--- src/rtl/srr_pkg.sv ---
package srr_pkg;
  // control word bit positions (host software decodes these)
  localparam int CTL_W   = 9;
  localparam int CB_SK   = 0;
  localparam int CB_CS   = 1;
  localparam int CB_DI   = 2;
  localparam int CB_DO   = 3;
  localparam int CB_WEN  = 4;  // two bits, 5:4
  localparam int CB_REQ  = 6;
  localparam int CB_GNT  = 7;
  localparam int CB_PRES = 8;

  localparam int       OP_W    = 3;
  localparam logic [2:0] OP_READ = 3'b110;

  typedef struct packed {
    logic       req;
    logic [1:0] wen;
    logic       di;
    logic       cs;
    logic       sk;
  } pins_t;
endpackage

--- src/rtl/srr_pins.sv ---
module srr_pins
  import srr_pkg::*;
(
  input  logic             clk,
  input  logic             rst_n,
  input  logic             we,
  input  logic [CTL_W-1:0] wdata,
  output pins_t            pins_q,
  output logic             rise_evt,
  output logic             fall_evt,
  output logic             cs_now,
  output logic             di_now
);
  pins_t pins_d;

  always_comb begin
    pins_d.sk  = wdata[CB_SK];
    pins_d.cs  = wdata[CB_CS];
    pins_d.di  = wdata[CB_DI];
    pins_d.wen = wdata[CB_WEN +: 2];
    pins_d.req = wdata[CB_REQ];
  end

  assign rise_evt = we &&  pins_d.sk && !pins_q.sk;
  assign fall_evt = we && !pins_d.sk &&  pins_q.sk;
  assign cs_now   = pins_d.cs;
  assign di_now   = pins_d.di;

  always_ff @(posedge clk) begin
    if (!rst_n)  pins_q <= '0;
    else if (we) pins_q <= pins_d;
  end

  AST_QUIET_HOLDS: assert property (@(posedge clk) disable iff (!rst_n)
    !we |=> $stable(pins_q));
  AST_EDGE_EXCLUSIVE: assert property (@(posedge clk) disable iff (!rst_n)
    !(rise_evt && fall_evt));
endmodule

--- src/rtl/srr_proto.sv ---
module srr_proto
  import srr_pkg::*;
#(
  parameter int ADDR_W = 6,
  parameter int WORD_W = 16
) (
  input  logic                       clk,
  input  logic                       rst_n,
  input  logic                       rise_evt,
  input  logic                       fall_evt,
  input  logic                       cs_now,
  input  logic                       di_now,
  output logic                       reading,
  output logic [ADDR_W+$clog2(WORD_W)-1:0] out_pos
);
  localparam int SEL_W = $clog2(WORD_W);
  localparam int POS_W = ADDR_W + SEL_W;
  localparam int CMD_W = OP_W + ADDR_W;
  localparam int CNT_W = $clog2(CMD_W + 2);
  localparam logic [CNT_W-1:0] CNT_SAT = CNT_W'(CMD_W + 1);

  function automatic logic [POS_W-1:0] start_pos(input logic [ADDR_W-1:0] a);
    return {a, {SEL_W{1'b0}}} - POS_W'(1);
  endfunction

  logic [CMD_W-1:0] shift_q, shift_nxt;
  logic [CNT_W-1:0] cnt_q, cnt_inc;
  logic             proto_clear, cmd_done, op_is_read;

  assign shift_nxt   = {shift_q[CMD_W-2:0], di_now};
  assign cnt_inc     = (cnt_q == CNT_SAT) ? cnt_q : cnt_q + 1'b1;
  assign proto_clear = rise_evt && !cs_now;
  assign cmd_done    = rise_evt && cs_now && !reading && (cnt_inc == CNT_W'(CMD_W));
  assign op_is_read  = (shift_nxt[CMD_W-1 -: OP_W] == OP_READ);

  always_ff @(posedge clk) begin
    if (!rst_n || proto_clear) begin
      shift_q <= '0;
      cnt_q   <= '0;
      out_pos <= '0;
      reading <= 1'b0;
    end else if (rise_evt) begin
      shift_q <= shift_nxt;
      cnt_q   <= cnt_inc;
      if (cmd_done) begin
        out_pos <= start_pos(shift_nxt[ADDR_W-1:0]);
        reading <= op_is_read;
      end
    end else if (fall_evt) begin
      out_pos <= out_pos + POS_W'(1);
    end
  end

  AST_SELECT_LOW_CLEARS: assert property (@(posedge clk) disable iff (!rst_n)
    proto_clear |=> (!reading && out_pos == '0 && cnt_q == '0));
  AST_FALL_STEPS: assert property (@(posedge clk) disable iff (!rst_n)
    fall_evt |=> out_pos == $past(out_pos) + POS_W'(1));
  AST_LOAD_ALIGNED: assert property (@(posedge clk) disable iff (!rst_n)
    cmd_done |=> out_pos[SEL_W-1:0] == {SEL_W{1'b1}});
  AST_NO_EVENT_FROZEN: assert property (@(posedge clk) disable iff (!rst_n)
    (!rise_evt && !fall_evt) |=> ($stable(reading) && $stable(out_pos) && $stable(cnt_q)));
  AST_READ_HOLDS: assert property (@(posedge clk) disable iff (!rst_n)
    (reading && !proto_clear) |=> reading);
endmodule

--- src/rtl/srr_store.sv ---
module srr_store #(
  parameter int          ADDR_W = 6,
  parameter int          WORD_W = 16,
  parameter logic [15:0] CKSUM  = 16'hBABA
) (
  input  logic              clk,
  input  logic              rst_n,
  input  logic              ld_we,
  input  logic [ADDR_W-1:0] ld_addr,
  input  logic [WORD_W-1:0] ld_data,
  input  logic              seal,
  input  logic [ADDR_W-1:0] rd_idx,
  output logic [WORD_W-1:0] rd_word
);
  localparam int DEPTH = 1 << ADDR_W;
  localparam logic [ADDR_W-1:0] LAST = ADDR_W'(DEPTH - 1);

  logic [WORD_W-1:0] mem_q [DEPTH];
  logic [WORD_W-1:0] part_sum, seal_word, total_sum;

  always_comb begin
    part_sum = '0;
    for (int i = 0; i < DEPTH - 1; i++) part_sum = part_sum + mem_q[i];
    total_sum = part_sum + mem_q[DEPTH-1];
  end
  assign seal_word = WORD_W'(CKSUM) - part_sum;
  assign rd_word   = mem_q[rd_idx];

  always_ff @(posedge clk) begin
    if (!rst_n) begin
      for (int i = 0; i < DEPTH; i++) mem_q[i] <= '0;
    end else begin
      if (ld_we) mem_q[ld_addr] <= ld_data;
      if (seal)  mem_q[LAST]    <= seal_word;
    end
  end

  AST_SEAL_BALANCES: assert property (@(posedge clk) disable iff (!rst_n)
    (seal && !ld_we) |=> total_sum == WORD_W'(CKSUM));
  AST_LOAD_LANDS: assert property (@(posedge clk) disable iff (!rst_n)
    (ld_we && !(seal && ld_addr == LAST)) |=> mem_q[$past(ld_addr)] == $past(ld_data));
endmodule

--- src/rtl/srom_responder.sv ---
module srom_responder
  import srr_pkg::*;
#(
  parameter int          ADDR_W = 6,
  parameter int          WORD_W = 16,
  parameter logic [15:0] CKSUM  = 16'hBABA
) (
  input  logic              clk,
  input  logic              rst_n,
  input  logic              ctl_we,
  input  logic [CTL_W-1:0]  ctl_wdata,
  output logic [CTL_W-1:0]  ctl_rdata,
  input  logic              ld_we,
  input  logic [ADDR_W-1:0] ld_addr,
  input  logic [WORD_W-1:0] ld_data,
  input  logic              ld_seal
);
  localparam int SEL_W = $clog2(WORD_W);
  localparam int POS_W = ADDR_W + SEL_W;

  function automatic logic pick_bit(input logic [WORD_W-1:0] w, input logic [SEL_W-1:0] s);
    return w[SEL_W'(WORD_W - 1) - s];
  endfunction

  pins_t             pins_q;
  logic              rise_evt, fall_evt, cs_now, di_now, reading, do_bit;
  logic [POS_W-1:0]  out_pos;
  logic [WORD_W-1:0] cur_word;

  srr_pins u_pins (
    .clk(clk), .rst_n(rst_n), .we(ctl_we), .wdata(ctl_wdata),
    .pins_q(pins_q), .rise_evt(rise_evt), .fall_evt(fall_evt),
    .cs_now(cs_now), .di_now(di_now)
  );

  srr_proto #(.ADDR_W(ADDR_W), .WORD_W(WORD_W)) u_proto (
    .clk(clk), .rst_n(rst_n), .rise_evt(rise_evt), .fall_evt(fall_evt),
    .cs_now(cs_now), .di_now(di_now), .reading(reading), .out_pos(out_pos)
  );

  srr_store #(.ADDR_W(ADDR_W), .WORD_W(WORD_W), .CKSUM(CKSUM)) u_store (
    .clk(clk), .rst_n(rst_n), .ld_we(ld_we), .ld_addr(ld_addr),
    .ld_data(ld_data), .seal(ld_seal), .rd_idx(out_pos[POS_W-1:SEL_W]),
    .rd_word(cur_word)
  );

  assign do_bit = reading ? pick_bit(cur_word, out_pos[SEL_W-1:0]) : 1'b1;

  always_comb begin
    ctl_rdata              = '0;
    ctl_rdata[CB_SK]       = pins_q.sk;
    ctl_rdata[CB_CS]       = pins_q.cs;
    ctl_rdata[CB_DI]       = pins_q.di;
    ctl_rdata[CB_DO]       = do_bit;
    ctl_rdata[CB_WEN +: 2] = pins_q.wen;
    ctl_rdata[CB_REQ]      = pins_q.req;
    ctl_rdata[CB_GNT]      = 1'b1;
    ctl_rdata[CB_PRES]     = 1'b1;
  end

  AST_PINS_ECHO: assert property (@(posedge clk) disable iff (!rst_n)
    ctl_we |=> (ctl_rdata[CB_SK] == $past(ctl_wdata[CB_SK]) &&
                ctl_rdata[CB_CS] == $past(ctl_wdata[CB_CS]) &&
                ctl_rdata[CB_DI] == $past(ctl_wdata[CB_DI])));
endmodule

--- config.mk ---
export PLATFORM = sky130hd
export DESIGN_NAME = srom_responder
export DESIGN_NICKNAME = d
export VERILOG_FILES = /design/src/rtl/srr_pkg.sv /design/src/rtl/srr_pins.sv /design/src/rtl/srr_proto.sv /design/src/rtl/srr_store.sv /design/src/rtl/srom_responder.sv
export SDC_FILE = /design/constraint.sdc
export NUM_CORES = 2
export LEC_CHECK = 0
export BUFFER_PORTS_ARGS = -buffer_cell sky130_fd_sc_hd__buf_2
export CORE_MARGIN = 4
export CORE_UTILIZATION = 30
export DETAILED_ROUTE_END_ITERATION = 10
export PLACE_DENSITY = 0.49
export SYNTH_ARGS = -nofsm -noshare
export SYNTH_HDL_FRONTEND = slang
export SYNTH_HIERARCHICAL = 1
export SYNTH_SLANG_ARGS = --single-unit
--- constraint.sdc ---
create_clock -name clk -period 9.9 [get_ports clk]
set_clock_uncertainty 0.05 [all_clocks]
set_input_delay 0.99 -clock clk [delete_from_list [all_inputs] [get_ports clk]]
set_output_delay 0.99 -clock clk [all_outputs]
set_load 0.05 [all_outputs]
==> impl_metrics.ini <==
[logic_synthesis]
synth_most_common_cell = inv_1
syn_inst = 5131
syn_area_per_cell_um2 = 13.9
ys_ff_latch = 1053
synthArstFlopShare_pct = 0
synth_area_leaders = edfxtp_1 43%, fa_1 24%, mux4_2 11%
ys.flop_type = edfxtp_1
synth_common_cells = 1026 x inv_1, 1024 x edfxtp_1, 1011 x and2_1
ys_types = 60
yosysWarnings = 6
synth_top_cell_area_share_pct = 43.0
synth_top_area_cell = edfxtp_1
synth_edf_count = 1024
synth_area_um2 = 71500
ys_seq_area_share_pct = 43.8

[clocking]
clock_latency_ps = 800
cts.clk_slew.worst_paths_ps = 60
cts_max_level = 4
postCtsSetupRepairBufs = 0
cts_inserted_buffers = 131
cts_root_buffer = clkbuf_16
cts_buffer_depth = 3
tritoncts = built
cts_resized = 0
ctsHoldBuffers = 0
cts.sinks = 1053

[placement]
gp_congestion = 0.918
dpl_cell_area_um2 = 75600
dp_hpwl_um = 176000
portBuffers = 39

[detailed_routing]
drt_wl_total_um = 235000
vias_per_cell = 4.72
drt_iter0_drc = 3424
firstDrtPassIters = 6
drc = 0
vias = 39600
post_drt_wl_per_cell_um = 27.9
ant_nets = 0

[min_path]
hp-class = in2reg

[finish]
nFillCells = 23100
seqCellArea_um2 = 31300
nets = 6101
area_growth_pct = 11.5
stdcell_area_um2 = 79700
drive_gt1_share_pct = 14.1
multi_input_area_um2 = 35200

[critical_path]
worstPathRequired_ps = 10360
arrival_ps = 9470
ff2ff_path_depth = 25
reg2reg_setup_slack_ps = 880
reg2reg_to = u_store/mem_q[63][15]
critPathMaxFanout = 4
path_depth = 25
startpoint = u_store/mem_q[50][4]
critical_path_class = reg2reg
cpLargestDelayFamily = adder cells
critPathSlowestCell = a2111oi_0
reg2reg_from = u_store/mem_q[50][4]
path_common_cell = fa_1
setup.worst_path.end = u_store/mem_q[63][15]
critical_path.max_stage_delay_ps = 870
crit_path_end_kind = flip-flop
critPathBufInv = 7
critPathLaunchType = flip-flop

[sta]
final.period_utilization_pct = 91.1
tns_ps = 0
slew_viol_final = 0
setup_viol = 0
tightest_slew_ps = 1290
finalHoldViolations = 0
slew_headroom_pct = 13.1
fin_crit_ps = 9020
max_freq_mhz = 111
rsz0062_at_grt = false

[global_routing]
grt_overflow = 0
antenna_found_initial = 16
grt_util_all_layers_pct = 19.3
grt_pass1_vias = 42200
grt_max_degree = 91
grt_pass1_wl_um = 330000

[die]
start_util_pct = 30.3
core_um2 = 236000
die-area_um2 = 246000
rows = 178
dieWidth_um = 496
io-pin-count = 45
dieHeight_um = 496

[flow_run]
maxCapViolCount = 0

[outcome]
status = finished, final reports clean
## worst min-delay path: stages
cell	delay, ps
buf_2	70
mux2i_1	60
nor2b_1	90
## cell usage in the layout (no fill, tap or decap), types with 10 or more instances in the layout
master	count
inv_1	1026
edfxtp_1	1024
and2_1	1011
fa_1	855
mux4_2	337
clkbuf_16	132
buf_4	128
xnor2_1	113
nor2_1	76
ha_1	71
o21ai_1	40
buf_2	38
nand2_1	34
clkbuf_1	32
clkinv_1	31
xor2_1	27
dfxtp_1	25
o21ai_2	25
clkinv_2	17
o21ai_0	17
mux2i_1	16
nor2_2	16
nand3_1	11
nor2b_1	11
diode_2	10
a21o_1	10
a21oi_1	10
## worst min path at each step
stage,startpoint,endpoint,slack (ps),cells past startpoint
4_1_cts,ctl_wdata[6],u_pins/pins_q[5],330,3
3_3_place_gp,u_proto/shift_q[7],u_proto/shift_q[7],430,2
3_5_place_dp,u_proto/shift_q[7],u_proto/shift_q[7],440,2
6_report,ctl_wdata[5],u_pins/pins_q[4],410,3
2_1_floorplan,u_proto/shift_q[7],u_proto/shift_q[7],410,2
5_1_grt,ctl_wdata[4],u_pins/pins_q[3],390,3
## stage by stage
stage	hold slack, ps	util (%)	instances	setup WS [ps]
6_report	409	33.7	8401	884
5_1_grt	391	33.7	8394	652
4_1_cts	327	33.7	8391	918
3_5_place_dp	444	32.0	8156	966
3_3_place_gp	430	32.0	8156	865
2_1_floorplan	410	-	5132	2140
## registers in the layout, summed over array words and instances (netlist names)
name,count
u_pins/pins_q,6
u_proto/cnt_q,4
u_proto/out_pos,10
u_proto/reading,1
u_proto/shift_q,8
u_store/mem_q,1024
## area by class of cell
type                            count  area share, %
Clock buffer                      166           4.33
Sequential cell                  1053           39.3
Multi-Input combinational cell   2755           44.2
Antenna cell                       10         0.0314
Inverter                         1027           4.84
Clock inverter                     69          0.769
Timing Repair Buffer              171           1.57
Tap cell                         3150           4.94
## metal layers
| metal | vias to the layer above | share of wire, % | track usage [%] |
|---|---|---|---|
| met5 | - | 0 | 0 |
| met2 | 1273 | 48 | 31.5 |
| li1 | 16700 | - | - |
| met4 | 0 | 2.8 | 5.20 |
| met1 | 21400 | 42 | 25.9 |
| met3 | 245 | 7.2 | 4.43 |
## kinds of logic (layout without fill, tap and decap cells)
family / after synthesis / count (layout) / share of synthesized area [%]
XOR/XNOR: 141 / 141 / 1.75
buffers and inverters: 1324 / 1433 / 7.14
adder cells (fa/ha/maj): 926 / 926 / 25.2
other: 1 / 12 / 0.00524
multiplexers: 357 / 357 / 11.0
AO/OA/AOI/OAI: 137 / 137 / 1.17
flip-flops: 1053 / 1053 / 43.8
AND/OR/NAND/NOR: 1192 / 1192 / 9.99
Power is left out: the tool's default activity adds up to more than one toggle a clock period on the data nets, which glitch-free logic cannot reach.
